**config.mk**
```make
export PLATFORM = sky130hd
export DESIGN_NAME = ccp_preload_ctl
export DESIGN_NICKNAME = d
export VERILOG_FILES = /design/src/rtl/ccp_pkg.sv /design/src/rtl/ccp_com_detect.sv /design/src/rtl/ccp_com_flag.sv /design/src/rtl/ccp_ctl_bank.sv /design/src/rtl/ccp_preload_ctl.sv
export SDC_FILE = /design/constraint.sdc
export NUM_CORES = 1
export LEC_CHECK = 0
export CORE_UTILIZATION = 50
export CTS_BUF_LIST = sky130_fd_sc_hd__clkbuf_4
export DETAILED_ROUTE_END_ITERATION = 16
export PLACE_DENSITY = 0.8
export SLEW_MARGIN = 40
export SYNTH_ARGS = -nofsm -noshare
export SYNTH_HDL_FRONTEND = slang
export SYNTH_SLANG_ARGS = --single-unit
export TNS_END_PERCENT = 100
```
**constraint.sdc**
```tcl
create_clock -name clk -period 1.9 [get_ports clk]
set_input_delay 0.38 -clock clk [delete_from_list [all_inputs] [get_ports clk]]
set_output_delay 0.38 -clock clk [all_outputs]
set_load 0.05 [all_outputs]
```
**src/rtl/ccp_pkg.sv**
```systemverilog
package ccp_pkg;
  localparam int MODE_W = 3;
  localparam int WORD_W = MODE_W + 2;

  typedef struct packed {
    logic              oe;
    logic              oen;
    logic [MODE_W-1:0] mode;
  } ctl_t;

  localparam ctl_t CTL_ZERO = '{oe: 1'b0, oen: 1'b0, mode: '0};
endpackage

```
**src/rtl/ccp_com_detect.sv**
```systemverilog
module ccp_com_detect (
  input  logic clk,
  input  logic rst_n,
  input  logic sw_com,
  input  logic trig_sel,
  input  logic trig_in,
  output logic com_evt
);
  logic trig_q;
  logic trig_rise;

  always_ff @(posedge clk or negedge rst_n) begin
    if (!rst_n) trig_q <= 1'b0;
    else        trig_q <= trig_in;
  end

  assign trig_rise = trig_in & ~trig_q;
  assign com_evt   = sw_com | (trig_sel & trig_rise);
endmodule

```
**src/rtl/ccp_com_flag.sv**
```systemverilog
module ccp_com_flag (
  input  logic clk,
  input  logic rst_n,
  input  logic com_evt,
  input  logic flag_clr,
  output logic com_flag
);
  always_ff @(posedge clk or negedge rst_n) begin
    if (!rst_n)        com_flag <= 1'b0;
    else if (com_evt)  com_flag <= 1'b1;
    else if (flag_clr) com_flag <= 1'b0;
  end
endmodule

```
**src/rtl/ccp_ctl_bank.sv**
```systemverilog
module ccp_ctl_bank
  import ccp_pkg::*;
#(
  parameter int NUM_CH = 4,
  localparam int CH_W = (NUM_CH > 1) ? $clog2(NUM_CH) : 1
) (
  input  logic                    clk,
  input  logic                    rst_n,
  input  logic                    wr_hit,
  input  logic [CH_W-1:0]         wr_ch,
  input  ctl_t                    wr_word,
  input  logic                    pl_en,
  input  logic                    pl_fall,
  input  logic                    com_evt,
  output ctl_t [NUM_CH-1:0]       act_o
);
  ctl_t [NUM_CH-1:0] shadow_q;
  ctl_t [NUM_CH-1:0] active_q;

  for (genvar c = 0; c < NUM_CH; c++) begin : g_ch
    logic sel_c;
    ctl_t act_nxt;

    assign sel_c = wr_hit && (wr_ch == CH_W'(c));

    always_comb begin
      act_nxt = active_q[c];
      if (!pl_en) begin
        if (pl_fall) act_nxt = shadow_q[c];
        if (sel_c)   act_nxt = wr_word;
      end else if (com_evt) begin
        act_nxt = shadow_q[c];
      end
    end

    always_ff @(posedge clk or negedge rst_n) begin
      if (!rst_n) begin
        shadow_q[c] <= CTL_ZERO;
        active_q[c] <= CTL_ZERO;
      end else begin
        if (sel_c) shadow_q[c] <= wr_word;
        active_q[c] <= act_nxt;
      end
    end
  end

  assign act_o = active_q;
endmodule

```
**src/rtl/ccp_preload_ctl.sv**
```systemverilog
module ccp_preload_ctl
  import ccp_pkg::*;
#(
  parameter int NUM_CH = 4,
  localparam int CH_W = (NUM_CH > 1) ? $clog2(NUM_CH) : 1
) (
  input  logic                     clk,
  input  logic                     rst_n,
  input  logic                     wr_valid,
  output logic                     wr_ready,
  input  logic [CH_W-1:0]          wr_ch,
  input  logic                     wr_oe,
  input  logic                     wr_oen,
  input  logic [MODE_W-1:0]        wr_mode,
  input  logic                     pl_en,
  input  logic                     trig_sel,
  input  logic                     sw_com,
  input  logic                     trig_in,
  input  logic                     flag_clr,
  output logic [NUM_CH-1:0]        act_oe,
  output logic [NUM_CH-1:0]        act_oen,
  output logic [NUM_CH*MODE_W-1:0] act_mode,
  output logic                     com_flag
);
  logic              com_evt;
  logic              pl_q;
  logic              pl_fall;
  logic              wr_hit;
  ctl_t              wr_word;
  ctl_t [NUM_CH-1:0] act_w;

  assign wr_ready = 1'b1;
  assign wr_hit   = wr_valid & wr_ready & (32'(wr_ch) < NUM_CH);
  assign wr_word  = '{oe: wr_oe, oen: wr_oen, mode: wr_mode};

  always_ff @(posedge clk or negedge rst_n) begin
    if (!rst_n) pl_q <= 1'b0;
    else        pl_q <= pl_en;
  end
  assign pl_fall = pl_q & ~pl_en;

  ccp_com_detect det_i (
    .clk      (clk),
    .rst_n    (rst_n),
    .sw_com   (sw_com),
    .trig_sel (trig_sel),
    .trig_in  (trig_in),
    .com_evt  (com_evt)
  );

  ccp_ctl_bank #(.NUM_CH(NUM_CH)) bank_i (
    .clk     (clk),
    .rst_n   (rst_n),
    .wr_hit  (wr_hit),
    .wr_ch   (wr_ch),
    .wr_word (wr_word),
    .pl_en   (pl_en),
    .pl_fall (pl_fall),
    .com_evt (com_evt),
    .act_o   (act_w)
  );

  ccp_com_flag flag_i (
    .clk      (clk),
    .rst_n    (rst_n),
    .com_evt  (com_evt),
    .flag_clr (flag_clr),
    .com_flag (com_flag)
  );

  for (genvar c = 0; c < NUM_CH; c++) begin : g_out
    assign act_oe[c]                      = act_w[c].oe;
    assign act_oen[c]                     = act_w[c].oen;
    assign act_mode[c*MODE_W +: MODE_W]   = act_w[c].mode;
  end
endmodule

```
## Word level (Yosys, flattened, before mapping)

Index checks and enable logic that the tools add are counted.

- Word-level logic and storage cells: 69
- Input port bits: 15
- Register bits: 43
- Memory bits (writable): 0
- Memories: 0
- Latch bits: 0
- ROM bits: 0

- Divide/modulo/power cells: 0
- Reduce and logical (&&, ||, !) cells: 14
- Mux-type cells: 18
- Order comparisons: 0
- Add/subtract/negate cells: 0
- Eq/ne operators: 4
- Shift operators: 0
- Bitwise operators: 6
- $mul: 0

Operator list:

| operator | count |
|---|---|
| $mux W5 | 16 |
| $reduce_bool A3 Y1 | 4 |
| $reduce_and A2 Y1 | 4 |
| $eq A2 B2 Y1 const B | 2 |
| $logic_and A1 B1 Y1 | 4 |
| $and A1 B1 Y1 | 3 |
| $eq A2 B1 Y1 const B | 1 |
| $logic_not A2 Y1 | 1 |
| $mux W1 | 2 |
| $ne A2 B1 Y1 const B | 1 |
| $not A1 Y1 | 2 |
| $reduce_bool A2 Y1 | 1 |
| $or A1 B1 Y1 | 1 |

## Logic depth before layout (Yosys ltp)

- Depth in word-level cells: 6
- Mapped depth: 4
- Depth with buffers taken out: 3

## Cells and area by module

From an unflattened synthesis, not the netlist that was laid out.

- Cells, all modules: 128
- Area, all modules: 1955.6 um^2

By module, submodules not included:

| module | times used | cells each | area an instance (um^2) | sequential area each (um^2) |
|---|---|---|---|---|
| ccp_ctl_bank | 1 | 118 | 1833.0 | 1001.0 |
| ccp_preload_ctl | 1 | 4 | 50.0 | 25.0 |
| ccp_com_detect | 1 | 3 | 36.3 | 25.0 |
| ccp_com_flag | 1 | 3 | 36.3 | 25.0 |

## Least setup slack after synthesis

Ideal clock, no wire load.

- Kind: input-to-reg
- From: input port wr_ch[1]
- To: register bank_i.active_q, in the netlist bank_i.act_o[0]
- Path buffers: 1
- Cell stages on the path: 4
- Slack: 305 ps
- Arrival: 1471 ps
- Setup time: 125 ps
- Required time: 1775 ps
- Path through: buf_6 nor4b_4 mux2_2 mux2_2

- Word-level cells in the longest chain between the ends: 4
- Elaborated cells between the ends (all ways): 6

Ends and longest elaborated chain:

| what | line | RTL |
|---|---|---|
| start, declared | ccp_preload_ctl.sv:11 | `input logic [CH_W-1:0] wr_ch,` |
| $logic_not A2 Y1 (*) | ccp_ctl_bank.sv:24 | `assign sel_c = wr_hit && (wr_ch == CH_W'(c));` |
| $logic_and A1 B1 Y1 (*) | ccp_ctl_bank.sv:24 |  |
| $reduce_bool A3 Y1 (no line) / $mux W5 (equally long branches) | -- |  |
| $reduce_and A2 Y1 (no line) / $mux W5 (equally long branches) | -- |  |
| end signal, assigned by index | ccp_ctl_bank.sv:42 | `active_q[c] <= act_nxt;` |
| end, declared | ccp_ctl_bank.sv:18 | `ctl_t [NUM_CH-1:0] active_q;` |

Mark *: on every way between the ends. The rest lies on a longest branch, timed or not.
A chain may end at the register's enable or synchronous reset.

## Final worst setup path

- From: input port pl_en
- To: register bank_i.active_q, in the netlist bank_i.act_o[0]

- Word-level cells in the longest chain between the ends: 4
- Elaborated cells between the ends (all ways): 6

Ends and longest elaborated chain:

| what | line | RTL |
|---|---|---|
| start, declared | ccp_preload_ctl.sv:15 | `input logic pl_en,` |
| $not A1 Y1 | ccp_preload_ctl.sv:40 | `assign pl_fall = pl_q & ~pl_en;` |
| $and A1 B1 Y1 | ccp_preload_ctl.sv:40 |  |
| $reduce_bool A3 Y1 (no line) | -- |  |
| $reduce_and A2 Y1 (no line) | -- |  |

Several ways; a longest one is shown, not always the timed one.

==> metrics <==
Max Clock Skew 0.01210 ns; Max Cap Viol 0; Bufs on Longest Clock Path 2; final-stage net count 194; Final Core Density 0.6705; Starting Density 0.5392; Hold-fix buffers, CTS 0; worst setup path start pl_en; CTS tree built; H-tree lvl count 2; Crit Reg-Reg Endpoint bank_i.act_o[16]$_DFFE_PN0P_; Period Utilization, post-route 0.9664; status completed; most frequent cells in the layout mux2_2, dfrtp_1, buf_4, clkdlybuf4s50_1, dlygate4sd2_1; first-pass GRT wire length 6196 um; commonest non-fill, non-tap cell in the layout mux2_2; routed wire length 3814 um; Worst Hold Class input port to async pin; worst r2r src det_i.trig_q$_DFF_PN0_; DP Area 0.002491 mm2; count of cell types in the netlist 20; Ant. Diodes 0; Non-Filler Instances 227; Rows 22; layout cells sized above 1 0.5810; Setup TNS 0 ns; Clock Pin Slew Worst Setup and Hold Paths 0.12 ns; P&R area growth vs syn 24.37%; CTS buffer count 5; Top Ports 37; Routed Antenna Nets 0; main area contributors after synthesis dfrtp_1, mux2_2, a22oi_4; register area share after synthesis 0.5292; core box area 0.003771 mm2; I/O Buffers 35; final hold vios 0; Crit path required time 2.14 ns; CTS root buf clkbuf_4; Final Max Tran Viols 0; Reg2Reg Depth 4; number of setup buffers added after CTS 0; grt total ovfl 0; vias per std cell 5.405; GRT Total Usage 0.1984; crit path time final 1.836 ns; post-DP HPWL 2806 um; Placer Congestion 0.7632; DR DRC count 0; Avg Inst Size Synth 16.01 um2; Post-Syn Instances 127; Final Cell Area 0.002529 mm2; Resize count post-CTS 9; unrepaired setup endpoints after global routing no; Die X 65.77 um; Synth Cell Area 0.002033 mm2; worst reg-to-reg setup slack 0.47 ns; synth warn 0; largest net degree at the start of global routing 25; Pleak 1.112 nW; cell taking the most area after synthesis dfrtp_1; Seq cells post-synth 43; WL/cell 16.80 um; final setup fails 0; CP endpoint kind register; Crit Path Max Fanout 8; actual slew at the worst max-slew pin 0.5584 ns; max_slew headroom 0.6278; pwr dens 1038 mW/mm2; drt initial violations 23; maximum clock frequency 544.6 MHz; Worst VDD drop 0.6481 mV; critical path class input port to register; worst path arrival time 2.08 ns; Die Y 65.77 um; area share of the largest cell type after synthesis 0.5292; DR vias 1,227; CP startpoint kind input port; CTS sink cnt 43; die area 0.004326 mm2; Power, Total 2.624 mW; vias in the first global route 1,261; crit path capture bank_i.act_o[0]$_DFFE_PN0P_; syn_nets 142; Clk Latency, worst-skew pair 0.35 ns; First-pass DRT Iterations 4; # placed instances 220; initial antenna violation count 0
[worst min path at each step]
stage | from | endpoint | slack, ns | depth (start not counted)
floorplan | rst_n | bank_i.act_o[0]$_DFFE_PN0P_ | 0.08 | 0
global placement | rst_n | bank_i.shadow_q[19]$_DFFE_PN0P_ | 0.38 | 1
detailed placement | rst_n | bank_i.act_o[15]$_DFFE_PN0P_ | 0.40 | 1
CTS | rst_n | bank_i.act_o[15]$_DFFE_PN0P_ | 0.01 | 1
global route | rst_n | bank_i.shadow_q[19]$_DFFE_PN0P_ | 0.02 | 1
finish | rst_n | bank_i.act_o[19]$_DFFE_PN0P_ | 0.003 | 1
[critical path: stages]
cell,delay (ns)
clkdlybuf4s50_1,0.55
nor4b_4,0.50
mux2_2,0.38
mux2_2,0.26
[Yosys cell counts]
| master | count |
|---|---|
| mux2_2 | 60 |
| buf_6 | 2 |
| nand4b_1 | 1 |
| and2b_2 | 1 |
| nand2_1 | 1 |
| a2bb2oi_4 | 1 |
| dfrtp_1 | 43 |
| nor4b_4 | 1 |
| nand3b_2 | 2 |
| nor2_1 | 1 |
| nand3_1 | 1 |
| nand3b_1 | 1 |
| a21oi_1 | 1 |
| conb_1 | 1 |
| or2_2 | 1 |
| buf_4 | 2 |
| a22oi_4 | 3 |
| inv_1 | 1 |
| and4bb_4 | 2 |
| nor3b_4 | 1 |
[cell families after synthesis]
logic type / share of synthesized area
other cells: 0.001844
compound gates: 0.04677
buf+inv: 0.02030
flops: 0.5292
mux: 0.3323
simple gates: 0.06954
[through the flow]
stage / hold WS, ns / setup WS, ns
after global placement: 0.3844 / -0.2429
after global routing: 0.02238 / 0.02559
after detailed placement: 0.4039 / -0.2962
after floorplan: 0.08441 / 0.3045
final: 0.003317 / 0.06385
after CTS: 0.009645 / 0.001664
[where the power goes]
part	internal, mW	switching [mW]
Sequential	1.11	0.0951
Clock	0.131	0.268
Combinational	0.411	0.610
Total	1.65	0.973
[metal layers]
metal  global-route usage  part of all wire  vias to the layer above
met5                    0                 0                        -
met4              0.06793             0.011                        0
met3              0.05172             0.041                        5
met2               0.3202              0.48                       31
met1               0.2577              0.47                      626
li1                     -                 -                      565
[sequential cells by signal, indices dropped and copies added, names as in the netlist]
signal           count
bank_i.shadow_q     20
bank_i.act_o        20
pl_q                 1
flag_i.com_flag      1
det_i.trig_q         1
[area by class of cell]
type | count | area, um2
fill | 271 | 1242
tap | 48 | 60.06
sequential | 43 | 1076
clock inverter | 2 | 8.758
clock buffer | 5 | 37.54
timing repair buffer | 49 | 426.7
inverter | 1 | 3.754
multi-input combinational | 79 | 915.9
No activity file was read; power rests on OpenSTA's default activity.
